## src/rtl/spwm_pkg.sv

```systemverilog
package spwm_pkg;

    localparam int unsigned BYTE_W = 8;
    localparam int unsigned ADDR_W = 2;

    typedef enum logic [ADDR_W-1:0] {
        REG_MODE   = 2'd0,
        REG_CMP_LO = 2'd1,
        REG_CMP_HI = 2'd2,
        REG_FLAGS  = 2'd3
    } reg_addr_e;

    // Packed so that bit 0 is the comparator enable, bit 4 the interrupt enable.
    typedef struct packed {
        logic irq_en;
        logic flag_en;
        logic wide_sel;
        logic pwm_sel;
        logic cmp_en;
    } mode_t;

    localparam int unsigned MODE_W = $bits(mode_t);

    // Bit 0 match, bit 1 overflow.
    typedef struct packed {
        logic ovf;
        logic match;
    } flags_t;

    localparam int unsigned FLAGS_W = $bits(flags_t);

    typedef enum logic [1:0] {
        OUT_HOLD,
        OUT_SET,
        OUT_CLR,
        OUT_KILL
    } out_act_e;

    function automatic mode_t mode_from_byte(input logic [BYTE_W-1:0] b);
        return mode_t'(b[MODE_W-1:0]);
    endfunction

    function automatic logic [BYTE_W-1:0] mode_to_byte(input mode_t m);
        logic [BYTE_W-1:0] r;
        r = '0;
        r[MODE_W-1:0] = m;
        return r;
    endfunction

    function automatic logic [BYTE_W-1:0] flags_to_byte(input flags_t f);
        logic [BYTE_W-1:0] r;
        r = '0;
        r[FLAGS_W-1:0] = f;
        return r;
    endfunction

    // Software clear first, then hardware set, so a same-edge event wins.
    function automatic flags_t flags_next(
        input flags_t               cur,
        input logic                 sw_wr,
        input logic [FLAGS_W-1:0]   sw_keep,
        input logic                 hw_match,
        input logic                 hw_ovf
    );
        flags_t n;
        n = cur;
        if (sw_wr) begin
            n.match = n.match & sw_keep[0];
            n.ovf   = n.ovf   & sw_keep[1];
        end
        if (hw_match) n.match = 1'b1;
        if (hw_ovf)   n.ovf   = 1'b1;
        return n;
    endfunction

    // Mode gating first, then set beats clear.
    function automatic out_act_e pick_action(
        input logic mode_ok,
        input logic match,
        input logic wrap
    );
        if (!mode_ok)   return OUT_KILL;
        else if (match) return OUT_SET;
        else if (wrap)  return OUT_CLR;
        else            return OUT_HOLD;
    endfunction

endpackage

```

## src/rtl/spwm_timebase.sv

```systemverilog
module spwm_timebase #(
    parameter int unsigned CNT_W = 16
) (
    input  logic             clk_i,
    input  logic             rst_i,
    input  logic             tick_i,
    output logic [CNT_W-1:0] cnt_o,
    output logic [CNT_W-1:0] cnt_next_o,
    output logic             wrap_o
);

    localparam logic [CNT_W-1:0] CNT_MAX = '1;

    logic [CNT_W-1:0] cnt_q;

    // Value the counter takes on a tick edge.
    assign cnt_next_o = cnt_q + 1'b1;
    assign wrap_o     = tick_i && (cnt_q == CNT_MAX);
    assign cnt_o      = cnt_q;

    always_ff @(posedge clk_i) begin
        if (rst_i) begin
            cnt_q <= '0;
        end else if (tick_i) begin
            cnt_q <= cnt_next_o;
        end
    end

endmodule

```

## src/rtl/spwm_regfile.sv

```systemverilog
module spwm_regfile
    import spwm_pkg::*;
#(
    parameter int unsigned CNT_W = 16
) (
    input  logic                clk_i,
    input  logic                rst_i,
    input  logic                wr_en_i,
    input  logic [ADDR_W-1:0]   wr_addr_i,
    input  logic [BYTE_W-1:0]   wr_data_i,
    input  logic [ADDR_W-1:0]   rd_addr_i,
    output logic [BYTE_W-1:0]   rd_data_o,
    input  logic                hw_match_i,
    input  logic                hw_ovf_i,
    output mode_t               mode_o,
    output logic [CNT_W-1:0]    cmp_o,
    output flags_t              flags_o
);

    localparam int unsigned HI_W = CNT_W - BYTE_W;

    initial begin
        if (CNT_W <= BYTE_W || CNT_W > 2 * BYTE_W) begin
            $error("spwm_regfile: CNT_W must lie in 9..16");
        end
    end

    mode_t            mode_q,  mode_d;
    logic [CNT_W-1:0] cmp_q,   cmp_d;
    flags_t           flags_q, flags_d;
    reg_addr_e        wsel;
    reg_addr_e        rsel;
    logic [BYTE_W-1:0] hi_byte;

    assign wsel = reg_addr_e'(wr_addr_i);
    assign rsel = reg_addr_e'(rd_addr_i);

    // Mode and compare next state, including enable side effects of the byte writes.
    always_comb begin
        mode_d = mode_q;
        cmp_d  = cmp_q;
        if (wr_en_i) begin
            unique case (wsel)
                REG_MODE: begin
                    mode_d = mode_from_byte(wr_data_i);
                end
                REG_CMP_LO: begin
                    cmp_d[BYTE_W-1:0] = wr_data_i;
                    mode_d.cmp_en     = 1'b0;
                end
                REG_CMP_HI: begin
                    cmp_d[CNT_W-1:BYTE_W] = wr_data_i[HI_W-1:0];
                    mode_d.cmp_en         = 1'b1;
                end
                default: ;
            endcase
        end
    end

    always_comb begin
        flags_d = flags_next(flags_q,
                             wr_en_i && (wsel == REG_FLAGS),
                             wr_data_i[FLAGS_W-1:0],
                             hw_match_i,
                             hw_ovf_i);
    end

    always_ff @(posedge clk_i) begin
        if (rst_i) begin
            mode_q  <= '0;
            cmp_q   <= '0;
            flags_q <= '0;
        end else begin
            mode_q  <= mode_d;
            cmp_q   <= cmp_d;
            flags_q <= flags_d;
        end
    end

    always_comb begin
        hi_byte = '0;
        hi_byte[HI_W-1:0] = cmp_q[CNT_W-1:BYTE_W];
    end

    always_comb begin
        unique case (rsel)
            REG_MODE:   rd_data_o = mode_to_byte(mode_q);
            REG_CMP_LO: rd_data_o = cmp_q[BYTE_W-1:0];
            REG_CMP_HI: rd_data_o = hi_byte;
            REG_FLAGS:  rd_data_o = flags_to_byte(flags_q);
            default:    rd_data_o = '0;
        endcase
    end

    assign mode_o  = mode_q;
    assign cmp_o   = cmp_q;
    assign flags_o = flags_q;

endmodule

```

## src/rtl/spwm_outstage.sv

```systemverilog
module spwm_outstage
    import spwm_pkg::*;
#(
    parameter int unsigned CNT_W = 16
) (
    input  logic             clk_i,
    input  logic             rst_i,
    input  logic             tick_i,
    input  mode_t            mode_i,
    input  logic [CNT_W-1:0] cmp_i,
    input  logic [CNT_W-1:0] cnt_next_i,
    input  logic             wrap_i,
    output logic             match_o,
    output logic             pwm_o
);

    logic     mode_ok;
    logic     out_q, out_d;
    out_act_e act;

    // Both mode-select bits are needed for this channel mode.
    assign mode_ok = mode_i.pwm_sel && mode_i.wide_sel;

    // The match is taken on the count the tick is about to load, so the
    // output turns on in the same cycle the counter shows the compare value.
    assign match_o = tick_i && mode_ok && mode_i.cmp_en && (cnt_next_i == cmp_i);

    assign act = pick_action(mode_ok, match_o, wrap_i);

    always_comb begin
        unique case (act)
            OUT_SET:  out_d = 1'b1;
            OUT_CLR:  out_d = 1'b0;
            OUT_KILL: out_d = 1'b0;
            default:  out_d = out_q;
        endcase
    end

    always_ff @(posedge clk_i) begin
        if (rst_i) begin
            out_q <= 1'b0;
        end else begin
            out_q <= out_d;
        end
    end

    assign pwm_o = out_q;

endmodule

```

## src/rtl/spwm_channel.sv

```systemverilog
module spwm_channel
    import spwm_pkg::*;
#(
    parameter int unsigned CNT_W = 16
) (
    input  logic             clk_i,
    input  logic             rst_i,
    input  logic             tick_i,
    input  logic             wr_en_i,
    input  logic [1:0]       wr_addr_i,
    input  logic [7:0]       wr_data_i,
    input  logic [1:0]       rd_addr_i,
    output logic [7:0]       rd_data_o,
    output logic [CNT_W-1:0] count_o,
    output logic             pwm_o,
    output logic             irq_o
);

    logic [CNT_W-1:0] cnt_next;
    logic             wrap;
    logic             match_evt;
    mode_t            mode_q;
    logic [CNT_W-1:0] cmp_q;
    flags_t           flags_q;

    spwm_timebase #(.CNT_W(CNT_W)) u_timebase (
        .clk_i      (clk_i),
        .rst_i      (rst_i),
        .tick_i     (tick_i),
        .cnt_o      (count_o),
        .cnt_next_o (cnt_next),
        .wrap_o     (wrap)
    );

    spwm_regfile #(.CNT_W(CNT_W)) u_regs (
        .clk_i      (clk_i),
        .rst_i      (rst_i),
        .wr_en_i    (wr_en_i),
        .wr_addr_i  (wr_addr_i),
        .wr_data_i  (wr_data_i),
        .rd_addr_i  (rd_addr_i),
        .rd_data_o  (rd_data_o),
        .hw_match_i (match_evt && mode_q.flag_en),
        .hw_ovf_i   (wrap),
        .mode_o     (mode_q),
        .cmp_o      (cmp_q),
        .flags_o    (flags_q)
    );

    spwm_outstage #(.CNT_W(CNT_W)) u_out (
        .clk_i      (clk_i),
        .rst_i      (rst_i),
        .tick_i     (tick_i),
        .mode_i     (mode_q),
        .cmp_i      (cmp_q),
        .cnt_next_i (cnt_next),
        .wrap_i     (wrap),
        .match_o    (match_evt),
        .pwm_o      (pwm_o)
    );

    assign irq_o = flags_q.match && mode_q.irq_en;

endmodule

```

## config.mk

```make
export PLATFORM = sky130hd
export DESIGN_NAME = spwm_channel
export DESIGN_NICKNAME = d
export VERILOG_FILES = /design/src/rtl/spwm_pkg.sv /design/src/rtl/spwm_timebase.sv /design/src/rtl/spwm_regfile.sv /design/src/rtl/spwm_outstage.sv /design/src/rtl/spwm_channel.sv
export SDC_FILE = /design/constraint.sdc
export NUM_CORES = 1
export LEC_CHECK = 0
export ABC_AREA = 1
export BUFFER_PORTS_ARGS = -buffer_cell sky130_fd_sc_hd__buf_2
export CAP_MARGIN = 30
export CELL_PAD_IN_SITES_DETAIL_PLACEMENT = 1
export CELL_PAD_IN_SITES_GLOBAL_PLACEMENT = 2
export CORE_UTILIZATION = 33
export DETAILED_ROUTE_END_ITERATION = 10
export PLACE_DENSITY_LB_ADDON = 0.1
export REMOVE_ABC_BUFFERS = 1
export SYNTH_ARGS = -nofsm -noshare
export SYNTH_HDL_FRONTEND = slang
export SYNTH_SLANG_ARGS = --single-unit
```

## constraint.sdc

```tcl
create_clock -name clk_i -period 4.05 [get_ports clk_i]
set_clock_uncertainty 0.15 [all_clocks]
set_input_delay 0.81 -clock clk_i [delete_from_list [all_inputs] [get_ports clk_i]]
set_output_delay 0.81 -clock clk_i [all_outputs]
set_load 0.05 [all_outputs]
```

# Yosys cells after proc, flatten, opt, wreduce, memory -nomap -nowiden
# Cells that the tools add are included.
# totals
regBits	40
latchBits	0
mem_bits_rw	0
rom_bits	0
input_bits	16
output_inout_bits	26
wordCells	53
memories	0
# classes
n_addsub	1
n_mul	0
div_mod_pow	0
order_cmp	0
eq_ne	11
shift	0
mux	9
n_bitwise	2
n_reduce_logical	19
# ops
operator	n
8-bit one-hot mux with 4 select lines	1
16-bit by 1-bit adder with 16-bit output (second input constant)	1
16-bit equality test	1
16-bit equality test (second input constant)	1
2-bit equality test (second input constant)	6
1-bit logical AND	8
2-bit 2-to-1 mux	4
2-bit AND reduction	4
2-bit by 1-bit equality test with 1-bit output (second input constant)	3
2-bit nonzero test	3
2-bit zero test	2
1-bit one-hot mux with 3 select lines	1
3-bit nonzero test	1
1-bit bitwise AND	2
1-bit 2-to-1 mux	2
1-bit one-hot mux with 2 select lines	1
2-bit OR reduction	1

# Logic depth before layout (Yosys ltp)
# Gate-level depths: netlist (run 1).
# depth
ltp_word	9
ltp_mapped	13
mapped_depth_nobuf	13

# By module
# A second synthesis (run 1) with hierarchy kept.
# hier_totals
hier_cells	419
hier_area_um2	2553.7
# modules_own_cells
module	instances	cells_per_inst	area_each_um2	seq_area_each_um2
spwm_timebase	1	164	1047.3	320.3
spwm_regfile	1	150	1034.7	460.4
spwm_outstage	1	101	456.7	20.0
spwm_channel	1	4	15.0	0.0

# Worst setup path after synthesis (run 1)
# Ideal clock, no wire load.
# synth_path
path_kind	input port to output port
startpoint	input rd_addr_i[0]
endpoint	output rd_data_o[7]
t_arrival_ns	2.090
t_required_ns	3.090
setup_slack_ns	1.000
cell_stages	3
n_path_buf	0
cell_sequence	inv_1 > nand2_1 > o21ai_0
# synth_via
elab_chain_cells	2
word_cells_on_any_way	5
classes_between	eq/ne (3); mux (1); reduce/logical (1)
# synth_lines
element	line_no	rtl
start, declared	spwm_channel.sv:12	input logic [1:0] rd_addr_i,
2-bit equality test (tied with other cells)	spwm_regfile.sv:86	unique case (rsel)
8-bit one-hot mux with 4 select lines (*)	spwm_regfile.sv:86	
end, declared	spwm_channel.sv:13	output logic [7:0] rd_data_o,
# Mark *: on every way between the ends. The rest lies on a longest branch, timed or not.

# Final worst setup path (run 1)
# layout_path
startpoint	input rd_addr_i[0]
endpoint	output rd_data_o[6]
# Same word-level chain as after synthesis.

==> impl_metrics.py, run 1 <==
metrics = {
    "global_route": {
        "grt_usage_pct": 21.63,
        "grt_pass1_vias": 2371,
        "globalRouteMet2Util_pct": 36.79,
        "grtUsageMet1_pct": 28.92,
        "antenna_found_initial": 0,
        "grt_max_degree": 33,
        "grt_first_pass_wirelength_microns": 12500,
        "grt-busiest-layer": "met2",
        "overflow": 0,
        "use_met3_pct": 4.147,
    },
    "detailed_routing": {
        "via_per_inst": 4.936,
        "vias": 2473,
        "wl_microns": 7735,
        "drt-pass1-iter-count": 4,
        "antenna_left": 0,
        "drc_errors": 0,
        "routedWlPerCell_microns": 15.44,
        "drt_iter0_drc": 99,
    },
    "placed_design": {
        "numPortBuffers": 41,
        "globalplace.congestion": 0.7687,
        "place_hpwl_microns": 6082,
    },
    "cts": {
        "clockRootBuffer": "clkbuf_8",
        "hold_buffers": 0,
        "cts_setup_buffers": 0,
        "htree_levels": 2,
        "clockBufferDepth": 2,
        "clock_sinks": 40,
        "post_cts_resized": 0,
        "cts.clk_slew.worst_paths_ps": 90,
        "cts_tree": "built",
        "cts_buffers": 5,
        "insertion_delay_ps": 300,
    },
    "final_layout": {
        "n_antenna_cell": 0,
        "area_growth_pct": 15.49,
        "fin_nets": 426,
        "drive_gt1_share_pct": 15.56,
        "final_cell_mix": "nand2_1 (72), inv_1 (52), nand3_1 (42), buf_2 (41), dfxtp_1 (40)",
        "layout_commonest_cell": "nand2_1",
    },
    "run": {
        "max-cap-violations": 0,
    },
    "critical_path": {
        "cpPeakStageDelay_ps": 310,
        "crit_chain": "buf_2 -> inv_1 -> nor2_1 -> inv_1 -> o22ai_1 -> buf_2",
        "cp_top_family": "buffers and inverters",
        "crit_buf_inv": 4,
        "cp.arrival_ps": 1920,
        "cp_max_fo": 5,
        "crit_path_start_kind": "primary input",
        "worst_path_max_delay_cell": "buf_2",
        "required_ps": 3090,
        "crit_path_end_kind": "primary output",
        "worstSetupPathType": "primary input to primary output",
    },
    "power": {
        "p_switching_uw": 320.7,
        "cellPowerDensity_mw_per_mm2": 330.6,
        "power_frac_comb_pct": 20.9,
        "clkPwrFrac_pct": 31.6,
        "ir_drop_mv": 0.1230,
        "p_leak_uw": 0.001347,
        "p_seq_share_pct": 47.5,
        "netSwitchingFraction_pct": 34.43,
        "cell_internal_pwr_uw": 610.8,
    },
    "timing": {
        "finalCriticalPeriod_ps": 2877,
        "hold_violations": 0,
        "setup-tns-final_ps": 0,
        "final.period_utilization_pct": 71.04,
        "setup_violations": 0,
        "slew_viol_final": 0,
        "max-slew-margin-rel_pct": 36.44,
        "fmax_mhz": 347.5,
        "rsz0062_at_grt": "false",
        "worst_slew_pin_slew_ps": 952.4,
        "holdWs_ps": 334.7,
    },
    "synthesis": {
        "syn_area_sq_mm": 0.002440,
        "yosys_warnings": 0,
        "ys.flop_type": "dfxtp_1",
        "synthCells": 366,
        "synth_edf_count": 0,
        "synth.avg_cell_area_sq_um": 6.666,
        "ys_ff_latch": 40,
        "yosysUniqueCellTypes": 30,
        "ys_async_sr_fraction_pct": 0,
        "yosysSeqAreaShare_pct": 32.82,
    },
    "status": {
        "status": "complete, no violations",
    },
    "die": {
        "start_util_pct": 34.95,
        "fp.dieH_microns": 87.99,
        "die_x_microns": 87.99,
        "dieArea_sq_mm": 0.007741,
        "ios": 42,
        "rows": 30,
        "core_area_sq_mm": 0.006982,
    },
    "hold_path": {
        "hp-class": "flip-flop to flip-flop",
    },
}
-- path summary, 6_finish.rpt --
path                                          start                 to  slack [ps]  cells past startpoint
worst min register to register          u_out.pwm_o        u_out.pwm_o         330                      2
worst max-delay path                   rd_addr_i[0]       rd_data_o[6]        1170                      6
worst max register to register  u_timebase.cnt_o[0]  u_regs.flags_o[0]        1670                     11
worst min-delay path                    u_out.pwm_o        u_out.pwm_o         330                      2
-- through the flow --
| stage | total power, uW | instance area, sq um | setup WS, ps | cells | utilization [%] |
|---|---|---|---|---|---|
| after floorplan | 581.5 | 2399 | 1000 | 356 | - |
| after global placement | 644.2 | 2724 | 1318 | 493 | 39.01 |
| after detailed placement | 648.5 | 2724 | 1209 | 493 | 39.01 |
| after CTS | 944.9 | 2818 | 1205 | 501 | 40.36 |
| after global routing | 985.4 | 2818 | 1088 | 501 | 40.36 |
| final | 931.5 | 2818 | 1173 | 501 | 40.36 |
-- layer usage --
metal,vias to the layer above,wire [microns],part of all wire [%]
li1,1280,-,-
met1,1151,3837,50
met2,36,3633,47
met3,6,217,2.8
met4,0,46,0.59
met5,-,0,0
-- state kept, by name, indices dropped and copies added, names as in the netlist --
name / flops
u_out.pwm_o: 1
u_regs.flags_o: 2
u_regs.cmp_o: 16
u_regs.mode_o: 5
u_timebase.cnt_o: 16
-- synthesized netlist by cell type (2+ instances only) --
master / number / area share, %
nand2_1: 72 / 11
inv_1: 52 / 8.0
nand3_1: 42 / 8.6
dfxtp_1: 40 / 33
nor2_1: 38 / 5.8
o21ai_0: 31 / 6.4
a21oi_1: 21 / 4.3
nand4_1: 9 / 2.3
o211ai_1: 9 / 2.8
clkbuf_1: 7 / 1.1
ha_1: 6 / 3.1
xor2_1: 5 / 1.8
nand2_2: 4 / 1.0
nor2_2: 4 / 1.0
xnor2_1: 3 / 1.1
buf_1: 2 / 0.31
nand2_4: 2 / 0.92
nand3b_1: 2 / 0.62
nor2_4: 2 / 0.92
nor3_1: 2 / 0.41
o2111ai_1: 2 / 0.72
o22ai_1: 2 / 0.51
xnor3_1: 2 / 1.8
-- area by class of cell --
cell class / count / area, sq um
Clock buffer: 7 / 86.33
Clock inverter: 1 / 7.507
Fill cell: 959 / 4164
Inverter: 53 / 198.9
Multi-Input combinational cell: 263 / 1399
Sequential cell: 40 / 800.8
Tap cell: 96 / 120.1
Timing Repair Buffer: 41 / 205.2
-- worst register-to-register path, cell delays in order (launching register included) --
cell     delay [ps]
dfxtp_1         490
ha_1            290
nand3_1         190
nor2_1          290
nand2_1         120
nand3_1         100
nand2_1          60
nor2_1           80
nand3_1          80
nor2_1          210
nand3_1         130
a21oi_2         130
-- power groups by stage --
stage / combinational [uW] / sequential [uW] / clock (uW)
6_report: 195 / 442 / 294
5_1_grt: 217 / 446 / 322
4_1_cts: 197 / 443 / 305
3_5_place_dp: 197 / 452 / 0
3_3_place_gp: 193 / 451 / 0
2_1_floorplan: 103 / 478 / 0
-- cell families after synthesis --
family          share of synthesized area [%]
fa+ha+maj                               3.077
flops                                   32.82
simple gates                            33.59
xor+xnor                                4.718
compound gates                          15.95
buf+inv                                 9.847
No activity file was read; power rests on OpenSTA's default activity.
==> run 2, diff against run 1 <==
--- a/config.mk
+++ b/config.mk
@@ -10,7 +10,7 @@
 export CAP_MARGIN = 30
 export CELL_PAD_IN_SITES_DETAIL_PLACEMENT = 1
 export CELL_PAD_IN_SITES_GLOBAL_PLACEMENT = 2
-export CORE_UTILIZATION = 33
+export CORE_UTILIZATION = 27
 export DETAILED_ROUTE_END_ITERATION = 10
 export PLACE_DENSITY_LB_ADDON = 0.1
 export REMOVE_ABC_BUFFERS = 1
==> constraint.sdc (replaced) <==
create_clock -name clk_i -period 2.3 [get_ports clk_i]
set_clock_uncertainty 0.15 [all_clocks]
set_input_delay 0.46 -clock clk_i [delete_from_list [all_inputs] [get_ports clk_i]]
set_output_delay 0.46 -clock clk_i [all_outputs]
set_load 0.05 [all_outputs]
==> run 2 against run 1 <==
Against the previous run: utilization decreased by 7.1 points; global-route usage down 3.4 points; highest routed layer unchanged; final cell count up 4.2%; setup slack lost 970 ps; via count increased by 4.3%.
==> impl_metrics.py, run 2 (same netlist as run 1, synthesis figures left out) <==
metrics = {
    "status": {
        "status": "complete, no violations",
    },
    "power": {
        "power_frac_comb_pct": 22.1,
        "p_switching_uw": 554.9,
        "cellPowerDensity_mw_per_mm2": 567.1,
        "clkPwrFrac_pct": 30.8,
        "ir_drop_mv": 0.2080,
        "p_seq_share_pct": 47.1,
        "cell_internal_pwr_uw": 1088,
        "p_total_uw": 1643,
        "netSwitchingFraction_pct": 33.78,
        "p_leak_uw": 0.001393,
    },
    "critical_path": {
        "cp.arrival_ps": 1480,
        "crit_path_end_kind": "primary output",
        "worstSetupPathType": "primary input to primary output",
        "crit_path_start_kind": "primary input",
        "required_ps": 1690,
        "cp_max_fo": 5,
    },
    "detailed_routing": {
        "routedWlPerCell_microns": 15.95,
        "drc_errors": 0,
        "drt_iter0_drc": 64,
        "via_per_inst": 4.943,
        "antenna_left": 0,
        "vias": 2580,
        "wl_microns": 8326,
        "drt-pass1-iter-count": 4,
    },
    "final_layout": {
        "layout_commonest_cell": "nand2_1",
        "fin_nets": 435,
        "final_cell_mix": "nand2_1 (72), inv_1 (52), nand3_1 (42), buf_2 (41), dfxtp_1 (40)",
        "area_growth_pct": 18.72,
        "fin_util_pct": 33.21,
        "drive_gt1_share_pct": 17.15,
        "final_area_sq_mm": 0.002897,
        "n_antenna_cell": 0,
    },
    "run": {
        "max-cap-violations": 0,
    },
    "placed_design": {
        "globalplace.congestion": 0.8348,
        "place_area_sq_mm": 0.002806,
        "numPortBuffers": 41,
        "place_hpwl_microns": 6610,
    },
    "timing": {
        "worst_slew_pin_slew_ps": 623.4,
        "setup-tns-final_ps": 0,
        "hold_violations": 0,
        "max-slew-margin-rel_pct": 58.34,
        "setup_violations": 0,
        "final.period_utilization_pct": 91.07,
        "finalCriticalPeriod_ps": 2095,
        "fmax_mhz": 477.4,
        "rsz0062_at_grt": "false",
        "slew_viol_final": 0,
        "holdWs_ps": 289.6,
    },
    "die": {
        "ios": 42,
        "die_x_microns": 97.06,
        "dieArea_sq_mm": 0.009421,
        "start_util_pct": 27.98,
        "fp.dieH_microns": 97.06,
        "core_area_sq_mm": 0.008721,
        "rows": 34,
    },
    "global_route": {
        "grt_usage_pct": 18.19,
        "overflow": 0,
        "grt_first_pass_wirelength_microns": 13230,
        "grt_pass1_vias": 2529,
        "antenna_found_initial": 0,
        "grt_max_degree": 23,
    },
    "cts": {
        "htree_levels": 2,
        "cts_buffers": 5,
        "cts_tree": "built",
        "cts_setup_buffers": 0,
        "hold_buffers": 0,
        "cts.clk_slew.worst_paths_ps": 80,
        "clockRootBuffer": "clkbuf_8",
        "insertion_delay_ps": 300,
        "clockBufferDepth": 2,
        "post_cts_resized": 0,
        "clock_sinks": 40,
    },
    "hold_path": {
        "hp-class": "primary input to flip-flop",
    },
}
[run 2: cell count changes in the layout (fill, tap and decap cells not counted)]
cell / previous run / this run
clkbuf_1: 1 / 2
clkinvlp_4: 1 / 0
buf_4: 0 / 9
[run 2: cell type report]
class | count | area (sq um)
Multi-Input combinational cell | 263 | 1399
Fill cell | 1147 | 5824
Sequential cell | 40 | 800.8
Timing Repair Buffer | 50 | 272.8
Inverter | 53 | 198.9
Tap cell | 108 | 135.1
Clock buffer | 8 | 90.09
[run 2: per-stage QoR]
stage | instances | setup WS [ps]
finish | 522 | 205.5
global route | 522 | 9.607
CTS | 522 | 189.2
detailed placement | 514 | 198.0
global placement | 514 | 198.5
floorplan | 356 | -49.92
[run 2: per-layer routing]
metal / wire (microns) / part of all wire, % / GRT usage, %
met1: 3904 / 47 / 22.80
met2: 4040 / 49 / 31.58
met3: 226 / 2.7 / 3.094
met4: 155 / 1.9 / 5.855
met5: 0 / 0 / 0
[run 2: worst paths after layout]
kind | startpoint | cells past startpoint | slack (ps) | endpoint
min reg2reg | u_out.pwm_o | 2 | 340 | u_out.pwm_o
max reg2reg | u_timebase.cnt_o[0] | 13 | 240 | u_regs.flags_o[0]
max | rd_addr_i[0] | 6 | 210 | rd_data_o[3]
min | wr_data_i[7] | 3 | 290 | u_regs.cmp_o[7]
[run 2: worst max-delay path, stage by stage]
cell,delay (ps)
buf_2,110
inv_1,50
nor2_1,120
inv_1,180
o221ai_1,240
buf_2,310
[run 2: power groups by stage]
stage          sequential [uW]  clock [uW]  combinational (uW)
2_1_floorplan              842           0                 182
3_3_place_gp               791           0                 365
3_5_place_dp               791           0                 368
4_1_cts                    775         524                 369
5_1_grt                    780         555                 402
6_report                   774         505                 363
==> run 3, diff against run 2 <==
--- a/config.mk
+++ b/config.mk
@@ -10,7 +10,7 @@
 export CAP_MARGIN = 30
 export CELL_PAD_IN_SITES_DETAIL_PLACEMENT = 1
 export CELL_PAD_IN_SITES_GLOBAL_PLACEMENT = 2
-export CORE_UTILIZATION = 27
+export CORE_UTILIZATION = 30
 export DETAILED_ROUTE_END_ITERATION = 10
 export PLACE_DENSITY_LB_ADDON = 0.1
 export REMOVE_ABC_BUFFERS = 1
==> constraint.sdc (replaced) <==
create_clock -name clk_i -period 2 [get_ports clk_i]
set_clock_uncertainty 0.15 [all_clocks]
set_input_delay 0.4 -clock clk_i [delete_from_list [all_inputs] [get_ports clk_i]]
set_output_delay 0.4 -clock clk_i [all_outputs]
set_load 0.05 [all_outputs]
==> run 3 against run 2 <==
Against the previous run: register-to-register slack worse by 150 ps; global-route usage up 2.4 points; via count grew 0.85%; non-clock buffer count up 20; setup slack lost 120 ps; first-iteration DRC count grew 4.7%; routed wire length shrank 0.43%; combinational power rose by 27%; total power is 16% higher; sequential power is 15% higher.
==> impl_metrics.py, run 3 (same netlist as run 1, synthesis figures left out) <==
metrics = {
    "critical_path": {
        "cp_max_fo": 7,
        "worst_path_max_delay_cell": "dfxtp_4",
        "r2r-end": "u_out.pwm_o",
        "required_ps": 2080,
        "cp.arrival_ps": 1990,
        "worstSetupPathType": "flip-flop to flip-flop",
        "crit_start": "u_timebase.cnt_o[0]",
        "crit_path_start_kind": "flip-flop",
        "reg2reg_slack_ps": 90,
        "crit_chain": "buf_6 -> nand2_4 -> nor2_4 -> nand2_2 -> nand3_1 -> nand2_2 -> nor2_2 -> nand2_1 -> nor2_1 -> nand2_1 -> nor2_2 -> nand2_1 -> a21oi_1",
        "cpMostUsedCell": "nand2_1",
        "rr_worst_depth": 13,
        "crit_path_end_kind": "flip-flop",
        "endpoint": "u_out.pwm_o",
        "reg2reg_from": "u_timebase.cnt_o[0]",
        "cpPeakStageDelay_ps": 380,
    },
    "global_route": {
        "grt_max_degree": 24,
        "grt_usage_pct": 20.63,
        "overflow": 0,
        "grt_first_pass_wirelength_microns": 13610,
        "antenna_found_initial": 0,
        "grt_pass1_vias": 2641,
    },
    "power": {
        "p_leak_uw": 0.001511,
        "cellPowerDensity_mw_per_mm2": 610.2,
        "p_total_uw": 1907,
        "ir_drop_mv": 0.2906,
    },
    "placed_design": {
        "numPortBuffers": 41,
        "place_hpwl_microns": 6635,
        "globalplace.congestion": 0.8037,
    },
    "detailed_routing": {
        "vias": 2602,
        "drc_errors": 0,
        "wl_microns": 8290,
        "routedWlPerCell_microns": 15.50,
        "via_per_inst": 4.864,
        "antenna_left": 0,
        "drt-pass1-iter-count": 4,
        "drt_iter0_drc": 67,
    },
    "cts": {
        "htree_levels": 2,
        "insertion_delay_ps": 300,
        "clockRootBuffer": "clkbuf_8",
        "cts.clk_slew.worst_paths_ps": 90,
        "hold_buffers": 0,
        "cts_buffers": 5,
        "clockBufferDepth": 2,
        "cts_tree": "built",
        "clock_sinks": 40,
    },
    "timing": {
        "rsz0062_at_grt": "true",
        "final.period_utilization_pct": 95.62,
        "hold_violations": 0,
        "setup_violations": 0,
        "worst_slew_pin_slew_ps": 527.5,
        "max-slew-margin-rel_pct": 64.74,
        "finalCriticalPeriod_ps": 1912,
        "setup-tns-final_ps": 0,
        "fmax_mhz": 522.9,
        "slew_viol_final": 0,
    },
    "run": {
        "max-cap-violations": 0,
    },
    "die": {
        "dieArea_sq_mm": 0.008497,
        "ios": 42,
        "start_util_pct": 31.25,
        "core_area_sq_mm": 0.007807,
        "die_x_microns": 92.18,
        "fp.dieH_microns": 92.18,
        "rows": 32,
    },
    "final_layout": {
        "final_cell_mix": "nand2_1 (69), inv_1 (52), buf_2 (41), nand3_1 (39)",
        "drive_gt1_share_pct": 24.71,
        "n_antenna_cell": 0,
        "area_growth_pct": 28.10,
        "fin_nets": 455,
        "layout_commonest_cell": "nand2_1",
    },
    "status": {
        "status": "complete, no violations",
    },
    "hold_path": {
        "hp-class": "primary input to flip-flop",
    },
}
-- run 3: area by class of cell --
cell class	instances	area, sq um
Sequential cell	40	809.5
Clock buffer	5	68.82
Clock inverter	2	12.51
Fill cell	1053	4682
Inverter	53	198.9
Tap cell	102	127.6
Multi-Input combinational cell	263	1461
Timing Repair Buffer	70	446.7
-- run 3: where the power goes --
group,leakage (uW),switching [uW],internal [uW]
Sequential,0.000330,51.0,841
Clock,0.0000400,318,237
Combinational,0.00114,304,156
-- run 3: critical path: cells and delay by family (launching register included) --
family	cells	cell delay, ps
buffers and inverters	1	120
AND/OR/NAND/NOR	11	1050
AO/OA/AOI/OAI	1	130
flip-flops	1	380
-- run 3: what timing repair did --
item | in CTS | in global routing
gates resized for setup | 7 | 17
cloned | 0 | 0
pin swaps | 2 | 13
endpoints found under the setup margin | 2 | 2
buffers inserted | 1 | 5
-- run 3: metrics by stage --
stage	worst slack [ps]	instance area, sq um	utilization, %	hold WS, ps	cells
after floorplan	-269.3	2399	-	297.9	356
after global placement	33.34	2917	37.36	333.1	522
after detailed placement	-63.76	2917	37.36	337.0	522
after CTS	5.367	3029	38.80	234.2	530
after global routing	-57.42	3126	40.03	260.3	535
final	87.51	3126	40.03	231.5	535
-- run 3: layer usage --
| metal | wire length [microns] | global-route usage [%] | vias to the layer above |
|---|---|---|---|
| li1 | - | - | 1332 |
| met1 | 3997 | 26.94 | 1233 |
| met4 | 66 | 4.036 | 0 |
| met3 | 161 | 2.819 | 6 |
| met5 | 0 | 0 | - |
| met2 | 4064 | 36.13 | 31 |
-- run 3: worst min path at each step --
stage | slack (ps) | endpoint | cells after the start | from
global placement | 330 | u_out.pwm_o | 2 | u_out.pwm_o
detailed placement | 340 | u_out.pwm_o | 2 | u_out.pwm_o
global route | 260 | u_regs.mode_o[2] | 3 | wr_data_i[2]
floorplan | 300 | u_regs.flags_o[1] | 2 | u_regs.flags_o[1]
CTS | 230 | u_regs.mode_o[2] | 3 | wr_data_i[2]
finish | 230 | u_regs.mode_o[2] | 3 | wr_data_i[2]
